<file path="config.mk">
export PLATFORM = sky130hd
export DESIGN_NAME = pulse_gen_timer
export DESIGN_NICKNAME = d
export VERILOG_FILES = /design/src/rtl/ppg_pkg.sv /design/src/rtl/ppg_prescaler.sv /design/src/rtl/ppg_ctrl.sv /design/src/rtl/ppg_datapath.sv /design/src/rtl/pulse_gen_timer.sv
export SDC_FILE = /design/constraint.sdc
export NUM_CORES = 1
export LEC_CHECK = 0
export ABC_AREA = 0
export BUFFER_PORTS_ARGS = -buffer_cell sky130_fd_sc_hd__buf_2
export CAP_MARGIN = 40
export CORE_UTILIZATION = 60
export DETAILED_ROUTE_END_ITERATION = 7
export PLACE_DENSITY = 0.81
export SYNTH_ARGS = -nofsm -noshare
export SYNTH_HDL_FRONTEND = slang
export SYNTH_SLANG_ARGS = --single-unit
</file>
<file path="constraint.sdc">
create_clock -name clk -period 7.5 [get_ports clk]
set_input_delay 0 -clock clk [delete_from_list [all_inputs] [get_ports clk]]
set_output_delay 0 -clock clk [all_outputs]
set_load 0.03 [all_outputs]
</file>
<file path="src/rtl/ppg_pkg.sv">
package ppg_pkg;

  localparam logic [2:0] ADDR_CTRL = 3'd0;
  localparam logic [2:0] ADDR_CFG  = 3'd1;
  localparam logic [2:0] ADDR_PLO  = 3'd2;
  localparam logic [2:0] ADDR_PHI  = 3'd3;
  localparam logic [2:0] ADDR_DLO  = 3'd4;
  localparam logic [2:0] ADDR_DHI  = 3'd5;

  localparam logic [1:0] MODE_ONESHOT = 2'b01;

  localparam logic [2:0] SEL_DIRECT = 3'd6;
  localparam logic [2:0] SEL_EXT    = 3'd7;

  // strobes from control to datapath
  typedef struct packed {
    logic run;       // timer enabled
    logic tick;      // advance counter this cycle
    logic cntClr;    // force count to zero
    logic loadBufs;  // copy data registers into working buffers
  } dpStrobe_t;

endpackage

</file>
<file path="src/rtl/ppg_prescaler.sv">
module ppg_prescaler #(
  parameter int DIV_W = 9
) (
  input  logic       clk,
  input  logic       rstN,
  input  logic       run,
  input  logic [2:0] sel,
  input  logic       extTick,
  output logic       tick
);
  import ppg_pkg::*;

  localparam int NTAPS = 6;

  function automatic int tapExp(input int i);
    case (i)
      0:       return 1;
      1:       return 2;
      2:       return 3;
      3:       return 5;
      4:       return 7;
      default: return 9;
    endcase
  endfunction

  logic [DIV_W-1:0] divCnt;
  logic [NTAPS-1:0] taps;
  logic             rawTick;

  always_ff @(posedge clk or negedge rstN) begin
    if (!rstN)      divCnt <= '0;
    else if (!run)  divCnt <= '0;
    else            divCnt <= divCnt + 1'b1;
  end

  for (genvar g = 0; g < NTAPS; g++) begin : gTap
    localparam int E = tapExp(g);
    assign taps[g] = &divCnt[E-1:0];
  end

  always_comb begin
    if (sel == SEL_DIRECT)     rawTick = 1'b1;
    else if (sel == SEL_EXT)   rawTick = extTick;
    else                       rawTick = taps[sel];
  end

  assign tick = run & rawTick;

  // divide-by-two tick never fires on two consecutive cycles
  p_div2_alt_r8: assert property (@(posedge clk) disable iff (!rstN)
    (run && sel == 3'd0 && tick) |=> !(tick && sel == 3'd0));

  // direct select ticks every cycle while running
  p_direct_r8: assert property (@(posedge clk) disable iff (!rstN)
    (run && sel == SEL_DIRECT) |-> tick);

endmodule

</file>
<file path="src/rtl/ppg_ctrl.sv">
module ppg_ctrl #(
  parameter int CNT_W = 16,
  parameter int DIV_W = 9
) (
  input  logic                 clk,
  input  logic                 rstN,
  input  logic                 wrEn,
  input  logic [2:0]           wrAddr,
  input  logic [7:0]           wrData,
  input  logic                 extTick,
  input  logic                 intAck,
  input  logic                 aMatch,
  output ppg_pkg::dpStrobe_t   strobes,
  output logic [CNT_W-1:0]     regA,
  output logic [CNT_W-1:0]     regB,
  output logic                 pol,
  output logic                 irq
);
  import ppg_pkg::*;

  localparam int HI_W = CNT_W - 8;

  logic       en;
  logic [1:0] mode;
  logic [2:0] clkSel;
  logic       irqFlag;
  logic       ctrlWr;
  logic       clrCmd;
  logic       tick;

  assign ctrlWr = wrEn && (wrAddr == ADDR_CTRL);
  assign clrCmd = ctrlWr && wrData[0];

  ppg_prescaler #(.DIV_W(DIV_W)) u_pres (
    .clk     (clk),
    .rstN    (rstN),
    .run     (en),
    .sel     (clkSel),
    .extTick (extTick),
    .tick    (tick)
  );

  always_ff @(posedge clk or negedge rstN) begin
    if (!rstN) begin
      en     <= 1'b0;
      mode   <= 2'b00;
      clkSel <= 3'd0;
      pol    <= 1'b0;
      regA   <= '0;
      regB   <= '0;
    end else begin
      if (aMatch && mode == MODE_ONESHOT) en <= 1'b0;
      if (wrEn) begin
        case (wrAddr)
          ADDR_CTRL: begin
            en   <= wrData[7];
            mode <= wrData[5:4];
          end
          ADDR_CFG: begin
            clkSel <= wrData[2:0];
            pol    <= wrData[4];
          end
          ADDR_PLO: regA[7:0]       <= wrData;
          ADDR_PHI: regA[CNT_W-1:8] <= wrData[HI_W-1:0];
          ADDR_DLO: regB[7:0]       <= wrData;
          ADDR_DHI: regB[CNT_W-1:8] <= wrData[HI_W-1:0];
          default: ;
        endcase
      end
    end
  end

  always_ff @(posedge clk or negedge rstN) begin
    if (!rstN)        irqFlag <= 1'b0;
    else if (aMatch)  irqFlag <= 1'b1;
    else if (intAck)  irqFlag <= 1'b0;
  end

  assign irq = irqFlag;

  always_comb begin
    strobes.run      = en;
    strobes.tick     = tick;
    strobes.cntClr   = !en || clrCmd;
    strobes.loadBufs = !en;
  end

  // a match always leaves the flag set
  p_irq_set_r6: assert property (@(posedge clk) disable iff (!rstN)
    aMatch |=> irq);

  // acknowledge without a match clears the flag
  p_irq_ack_r6: assert property (@(posedge clk) disable iff (!rstN)
    (intAck && !aMatch) |=> !irq);

  // single-pulse mode drops enable after its period match
  p_oneshot_r7: assert property (@(posedge clk) disable iff (!rstN)
    (aMatch && mode == MODE_ONESHOT && !ctrlWr) |=> !en);

endmodule

</file>
<file path="src/rtl/ppg_datapath.sv">
module ppg_datapath #(
  parameter int CNT_W = 16
) (
  input  logic               clk,
  input  logic               rstN,
  input  ppg_pkg::dpStrobe_t strobes,
  input  logic [CNT_W-1:0]   regA,
  input  logic [CNT_W-1:0]   regB,
  input  logic               pol,
  output logic               aMatch,
  output logic               pulseOut
);
  import ppg_pkg::*;

  logic [CNT_W-1:0] cnt;
  logic [CNT_W-1:0] bufA;
  logic [CNT_W-1:0] bufB;
  logic             active;

  assign aMatch = strobes.tick && !strobes.cntClr && (cnt == bufA);

  always_ff @(posedge clk or negedge rstN) begin
    if (!rstN)                         cnt <= '0;
    else if (strobes.cntClr || aMatch) cnt <= '0;
    else if (strobes.tick)             cnt <= cnt + 1'b1;
  end

  always_ff @(posedge clk or negedge rstN) begin
    if (!rstN) begin
      bufA <= '0;
      bufB <= '0;
    end else if (strobes.loadBufs || aMatch) begin
      bufA <= regA;
      bufB <= regB;
    end
  end

  assign active   = (cnt < bufB);
  assign pulseOut = strobes.run ? (active ^ pol) : pol;

  // count never passes the working period value
  p_cnt_bound_r2: assert property (@(posedge clk) disable iff (!rstN)
    cnt <= bufA);

  // period match wraps the counter
  p_wrap_r2: assert property (@(posedge clk) disable iff (!rstN)
    aMatch |=> (cnt == '0));

  // working copies hold while running between matches
  p_buf_hold_r5: assert property (@(posedge clk) disable iff (!rstN)
    (strobes.run && !aMatch) |=> ($stable(bufA) && $stable(bufB)));

  // clear strobe zeroes the count
  p_clear_r10: assert property (@(posedge clk) disable iff (!rstN)
    strobes.cntClr |=> (cnt == '0));

endmodule

</file>
<file path="src/rtl/pulse_gen_timer.sv">
module pulse_gen_timer #(
  parameter int CNT_W = 16,
  parameter int DIV_W = 9
) (
  input  logic       clk,
  input  logic       rstN,
  input  logic       wrEn,
  input  logic [2:0] wrAddr,
  input  logic [7:0] wrData,
  input  logic       extTick,
  input  logic       intAck,
  output logic       pulseOut,
  output logic       irq
);
  import ppg_pkg::*;

  dpStrobe_t        strobes;
  logic [CNT_W-1:0] regA;
  logic [CNT_W-1:0] regB;
  logic             pol;
  logic             aMatch;

  ppg_ctrl #(.CNT_W(CNT_W), .DIV_W(DIV_W)) u_ctrl (
    .clk     (clk),
    .rstN    (rstN),
    .wrEn    (wrEn),
    .wrAddr  (wrAddr),
    .wrData  (wrData),
    .extTick (extTick),
    .intAck  (intAck),
    .aMatch  (aMatch),
    .strobes (strobes),
    .regA    (regA),
    .regB    (regB),
    .pol     (pol),
    .irq     (irq)
  );

  ppg_datapath #(.CNT_W(CNT_W)) u_dp (
    .clk      (clk),
    .rstN     (rstN),
    .strobes  (strobes),
    .regA     (regA),
    .regB     (regB),
    .pol      (pol),
    .aMatch   (aMatch),
    .pulseOut (pulseOut)
  );

  // disabled timer rests at the polarity level
  p_idle_r4: assert property (@(posedge clk) disable iff (!rstN)
    !strobes.run |-> (pulseOut == pol));

endmodule

</file>
==> results.yml, run 1 <==
timing:
  setup_viol: 0
  holdWs_ns: 0.0130
  worstMarginPinSlew_ns: 0.856
  hold_viol: 0
  drv_slew: 0
  rsz0062_at_grt: "no"
  finClkSkew_ns: 0.0187
  fin_crit_sh_pct: 38.9
  slew_headroom_pct: 42.7
  fin_tns_setup_ns: 0
  period_needed_ns: 2.92
  clock.fmax_ghz: 0.343
place:
  port_buffers: 17
  gp_congestion: 0.863
  dp.cells: 482
  dpl.hpwl_um: 6470
logic_synthesis:
  ys_warn_count: 0
  synth_ff_type: "dfrtp_1"
  synth.net_count: 403
  syn_area_sq_mm: 0.00476
  synth_area_per_cell_sq_um: 13.0
  synthMostInstantiatedCell: "dfrtp_1"
  syn-instance-count: 367
  yosysUniqueCellTypes: 44
  yosysSeqAreaShare_pct: 51.0
  synth_top_area_share_pct: 51.0
  synth-edff-count: 0
  yosysTopAreaCell: "dfrtp_1"
  synth-async-reset-ratio_pct: 100
  ys_ff_latch: 97
  synth.top_cells.by_count: "97 x dfrtp_1, 39 x mux2_2, 30 x mux2_4, 27 x nor2_1, 20 x ha_1"
  synth.area.top_cells: "dfrtp_1 51%, mux2_4 9.5%, mux2_2 9.2%"
floorplanning:
  die-area_sq_mm: 0.00830
  die_w_um: 91.1
  initial_utilization_pct: 61.9
  core_sq_mm: 0.00769
  fp-row-count: 32
  die_h_um: 91.1
  pin_count: 18
power_and_ir_drop:
  vdd_drop_max_uv: 188
  combPwrFrac_pct: 23.4
  swShare_pct: 31.4
  internal_power_uw: 957
  p_sw_uw: 438
  p_seq_share_pct: 51.5
  pwr-share-clk_pct: 25.1
  power.density_mw_per_mm2: 266
  leakage_nw: 2.46
setup_path:
  critPathMaxFanout: 32
  cp-end-kind: "flip-flop"
  startpoint: "u_ctrl.u_pres.divCnt[0]"
  arrival_ns: 3.18
  slowest_stage: "mux4_2"
  path_depth: 10
  critPathRequiredTime_ns: 7.76
  r2r_cells: 10
  crit_chain: "ha_1 > and3_1 > and3_1 > ha_1 > mux4_2 > nand2_1 > o21ai_2 > nand3_2 > nand2_4 > mux2_4"
  rrSetupSlack_ns: 4.58
  cpPeakStageDelay_ns: 0.47
  worst-path-buf-inv: 0
  crit_family: "simple AND/OR/NAND/NOR gates"
  crit_path_start_kind: "flip-flop"
  r2r-start: "u_ctrl.u_pres.divCnt[0]"
  worstSetupPathType: "flip-flop to flip-flop"
clock_tree:
  clock_latency_ns: 0.38
  ctsResizeCount: 0
  path_clk_slew_ns: 0.10
  cts_made_buffers: 9
  clock_sinks: 97
  cts_root_buf: "clkbuf_8"
  htreeDepth: 3
  ctsLongestPathBuffers: 2
  cts_tree: "yes"
global_routing:
  gr-usage-met2_pct: 38.3
  first_global_vias: 3000
  grtUsageMet3_pct: 3.77
  antenna_found_initial: 0
  grt_first_pass_wirelength_um: 15200
  grt-ovfl-total: 0
  track_usage_pct: 24.4
  grtUsageMet1_pct: 34.0
  grt_max_degree: 57
  top_usage_layer: "met2"
finish:
  num_antenna_cells: 0
  area_growth_syn_to_layout_pct: 10.2
  drive_above_1_share_pct: 28.6
  fillers: 536
  final_nets: 437
  fin_cells: 508
drt:
  vias: 2882
  drt-vias-per-instance: 5.67
  post-route-drc-count: 0
  drt_iter0_markers: 150
  drtPass1Iterations: 4
  detail-route-antenna-nets: 0
  routed_wl_um: 8950
  wire_per_inst_um: 17.6
hold_path:
  min-delay-start: "wrAddr[2]"
  whs_path_depth: 4
  hp-class: "input pin to flip-flop"
outcome:
  outcome: "complete, no violations"
job:
  max_cap_viol_count: 0
[sequential cells by signal, indices dropped and copies added, names as in the netlist]
signal	cells
u_ctrl.clkSel	3
u_ctrl.en	1
u_ctrl.irq	1
u_ctrl.mode	2
u_ctrl.pol	1
u_ctrl.regA	16
u_ctrl.regB	16
u_ctrl.u_pres.divCnt	9
u_dp.bufA	16
u_dp.bufB	16
u_dp.cnt	16
[layout by cell type, fill, tap and decap left out, drive strengths merged, types with 10 or more instances in the layout]
cell type    instances
buf                 20
dfrtp               97
dlygate4sd3         10
ha                  20
inv                 23
mux2                71
nand2               15
nand3               14
nand4               12
nor2                27
xnor2               18
xor2                17
[power by group through the flow]
stage          sequential [mW]  clock, mW  combinational (mW)
2_1_floorplan            0.693          0               0.272
3_5_place_dp             0.727          0               0.321
5_1_grt                  0.731      0.376               0.359
3_3_place_gp             0.719          0               0.306
4_1_cts                  0.717      0.355               0.329
6_report                 0.718      0.350               0.327
[routing by layer]
layer / wire [um] / part of all wire [%]
met1: 4230 / 47
met2: 4300 / 48
met3: 237 / 2.6
met4: 174 / 1.9
met5: 0 / 0
[cell families (layout without fill, tap and decap cells)]
group                      Yosys count  after routing  synth area share (%)
buffers and inverters               26             65                  3.36
DFF                                 97             97                  51.0
AOI/OAI and AO/OA                   22             22                  3.13
and+or+nand+nor                     94             94                  11.0
xor gates and xnor gates            35             35                  6.44
adders and majority gates           20             20                  5.25
muxes                               73             73                  19.8
[worst min-delay path: cells and delay by family]
kind                   cells  cell delay [ns]
buffers and inverters      1             0.13
and+or+nand+nor            2             0.13
AOI/OAI and AO/OA          1             0.07
[cell type report]
type / instances / area, sq um / share of cell area, %
Multi-Input combinational cell: 244 / 2170 / 41.5
Sequential cell: 97 / 2430 / 46.3
Clock buffer: 9 / 124 / 2.36
Inverter: 19 / 71.3 / 1.36
Clock inverter: 7 / 91.3 / 1.74
Timing Repair Buffer: 30 / 230 / 4.39
Tap cell: 102 / 128 / 2.43
[stage by stage]
stage	setup slack [ns]	total power, mW	cell area [sq um]	util (%)
after detailed placement	4.59	1.05	4930	64.1
after global placement	4.72	1.03	4900	63.8
after floorplan	4.98	0.965	4760	-
after global routing	4.45	1.47	5250	68.2
after CTS	4.59	1.40	5250	68.2
final	4.58	1.39	5250	68.2
[path summary, 6_finish.rpt]
check	end
setup / recovery	u_dp.bufB[5]
hold reg to reg	u_dp.bufB[12]
min in group asynchronous	u_dp.bufB[4]
hold / removal	u_ctrl.en
setup reg to reg	u_dp.bufB[5]
max in group asynchronous	u_ctrl.regA[12]
[what timing repair did]
item | in CTS | in global routing
hold buffers | 10 | 0
setup buffers | 0 | 0
endpoints found under the hold margin | 78 | 0
Note: power is estimated with default switching activity, not from simulation.
==> inputs of run 2 (changes only) <==
ABC_AREA = 1   (was 0)
CORE_UTILIZATION = 56   (was 60)
PLACE_DENSITY = 0.79   (was 0.81)
clock period = 2.5 ns   (was 7.5 ns; I/O delays follow)
==> run 2 against run 1 <==
Compared with the run above:
- utilization decreased by 1.1 points
- design area increased by 7.2%
- count of clock-buffer cells in the layout unchanged
- critical path depth unchanged
- clock skew decreased by 0.0085 ns
- power increased to 3.0 times the previous value
- via count increased by 47%
- sequential power increased to 2.9 times the previous value
- sequential share of layout area decreased by 3.1 points
- synthesized area increased by 3.9%
==> results.yml, run 2 <==
outcome:
  outcome: "complete, no violations"
timing:
  fin_tns_setup_ns: 0
  slew_headroom_pct: 46.8
  hold_viol: 0
  worstMarginPinSlew_ns: 0.797
  worst_slack_ns: 0.115
  period_needed_ns: 2.39
  drv_slew: 0
  setup_viol: 0
  fin_crit_sh_pct: 95.4
  finClkSkew_ns: 0.0102
  clock.fmax_ghz: 0.419
power_and_ir_drop:
  leakage_nw: 2.97
  internal_power_mw: 2.67
  power.density_mw_per_mm2: 742
  vdd_drop_max_uv: 424
  pwr-share-clk_pct: 23.0
  p_sw_mw: 1.51
  swShare_pct: 36.1
  combPwrFrac_pct: 27.1
  p_seq_share_pct: 49.9
finish:
  final_nets: 677
  num_antenna_cells: 0
  drive_above_1_share_pct: 9.29
  fin_cells: 751
  final_common_cell: "nand2_1"
  mostFrequentLayoutCells: "184 x nand2_1, 97 x dfrtp_1, 67 x inv_1, 62 x nand3_1, 46 x o21ai_0"
  area_growth_syn_to_layout_pct: 13.7
logic_synthesis:
  syn-instance-count: 610
  synth.top_cells.by_count: "185 x nand2_1, 97 x dfrtp_1, 67 x inv_1, 63 x nand3_1, 47 x o21ai_0"
  synth-edff-count: 0
  yosysSeqAreaShare_pct: 49.1
  synth.net_count: 646
  synth.area.top_cells: "dfrtp_1 49%, nand2_1 14%, nand3_1 6.4%"
  yosysTopAreaCell: "dfrtp_1"
  synth-async-reset-ratio_pct: 100
  ys_warn_count: 0
  synth_area_per_cell_sq_um: 8.11
  yosysUniqueCellTypes: 26
  syn_area_sq_mm: 0.00495
  synthMostInstantiatedCell: "nand2_1"
  synth_ff_type: "dfrtp_1"
  synth_top_area_share_pct: 49.1
  ys_ff_latch: 97
drt:
  drtPass1Iterations: 5
  post-route-drc-count: 0
  drt-vias-per-instance: 5.64
  routed_wl_um: 12100
  detail-route-antenna-nets: 0
  wire_per_inst_um: 16.1
  vias: 4233
  drt_iter0_markers: 338
place:
  place_ws_ns: 0.0113
  gp_congestion: 0.847
  dpl.hpwl_um: 7800
  port_buffers: 17
  dp.cells: 716
setup_path:
  cp-endpoint: "pulseOut"
  cpPeakStageDelay_ns: 0.49
  r2r_cells: 16
  critPathMaxFanout: 6
  regToRegEndpoint: "u_dp.bufA[1]"
  worstSetupPathType: "flip-flop to output pin"
  worst-path-buf-inv: 1
  critPathRequiredTime_ns: 2.50
  arrival_ns: 2.39
  path_depth: 10
  crit_path_start_kind: "flip-flop"
  startpoint: "u_dp.cnt[13]"
  crit_family: "simple AND/OR/NAND/NOR gates"
  critPathMostFrequentCell: "nand2_1"
  r2r-start: "u_ctrl.u_pres.divCnt[0]"
  crit_chain: "ha_1 > nand2_1 > nor4_1 > nand2_1 > nand2_1 > nand2_1 > nand2_1 > nand2_1 > nand2_1 > buf_2"
  cp-end-kind: "output pin"
  slowest_stage: "dfrtp_1"
  rrSetupSlack_ns: 0.11
global_routing:
  antenna_found_initial: 0
  track_usage_pct: 27.3
  first_global_vias: 3938
  grt-ovfl-total: 0
  grt_max_degree: 48
  grt_first_pass_wirelength_um: 18900
floorplanning:
  core_sq_mm: 0.00838
  initial_utilization_pct: 59.0
  fp-row-count: 33
  die_h_um: 96.0
  pin_count: 18
  die_w_um: 96.0
  die-area_sq_mm: 0.00921
clock_tree:
  cts_made_buffers: 9
  path_clk_slew_ns: 0.09
  ctsLongestPathBuffers: 2
  cts_tree: "yes"
  clock_latency_ns: 0.37
  htreeDepth: 3
  clock_sinks: 97
  cts_root_buf: "clkbuf_8"
job:
  max_cap_viol_count: 0
hold_path:
  hp-class: "input pin to flip-flop"
run 2: changes by cell type after synthesis, moves of 30 or more:
cell     previous run  this run
nand2_1            14       185
mux2_2             39         0
inv_1              18        67
mux2_4             30         0
nand3_1            13        63
o21ai_0             5        47
run 2: cells by family after synthesis:
kind of cell	share of synthesized area, %
XOR/XNOR	4.25
adder cells (fa/ha/maj)	5.06
AND/OR/NAND/NOR	27.0
AO/OA/AOI/OAI	6.73
flip-flops	49.1
buffers and inverters	7.87
run 2: tightest hold or removal path, cell delays in order:
cell and delay (ns):
buf_2 0.08, inv_1 0.11, o21ai_0 0.18
run 2: what timing repair did:
item                                    in CTS  in global routing
setup buffers                                0                  5
pin swaps                                    0                  4
endpoints found under the setup margin       6                 49
endpoints found under the hold margin       72                  0
hold buffers                                 9                  0
gates cloned                                 0                  5
resized for setup                            1                 20
run 2: layout make-up:
cell class              instances  area [sq um]
clock buffers                   9           124
clock inverters                 7          58.8
fillers                       626          2760
inverters                      68           258
multi-input cells             423          2200
flip-flops and latches         97          2430
well taps                     105           131
repair buffers                 42           425
run 2: stage by stage:
step	total power, mW	hold WS [ns]	area, sq um	utilization, %
after floorplan	2.79	-0.296	4950	-
after global placement	3.00	0.0358	5080	60.7
after detailed placement	3.05	0.0473	5080	60.7
after CTS	4.02	0.0255	5360	64.0
after global routing	4.42	0.0874	5620	67.1
final	4.17	0.0351	5620	67.1
run 2: worst min path at each step:
stage	startpoint	endpoint	slack [ns]	cells past startpoint
5_1_grt	wrData[0]	u_ctrl.regB[0]	0.09	3
3_3_place_gp	rstN	u_dp.cnt[8]	0.04	1
4_1_cts	wrData[0]	u_ctrl.regB[0]	0.03	3
6_report	wrData[0]	u_ctrl.regA[8]	0.04	3
3_5_place_dp	rstN	u_dp.cnt[9]	0.05	1
2_1_floorplan	rstN	u_ctrl.clkSel[0]	-0.30	0
run 2: power by group through the flow:
stage | combinational [mW] | clock, mW | sequential (mW)
floorplan | 0.760 | 0 | 2.03
global placement | 0.915 | 0 | 2.09
detailed placement | 0.955 | 0 | 2.10
CTS | 0.983 | 0.967 | 2.07
global route | 1.27 | 1.04 | 2.11
finish | 1.13 | 0.959 | 2.08
run 2: layer usage:
metal  wire, um  vias to the layer above  part of all wire, %  global-route usage [%]
li1           -                     2033                    -                       -
met2       5870                      147                   49                    43.7
met3        701                       27                  5.8                    5.13
met5          0                        -                    0                       0
met4        238                        0                  2.0                    8.96
met1       5250                     2026                   44                    37.6
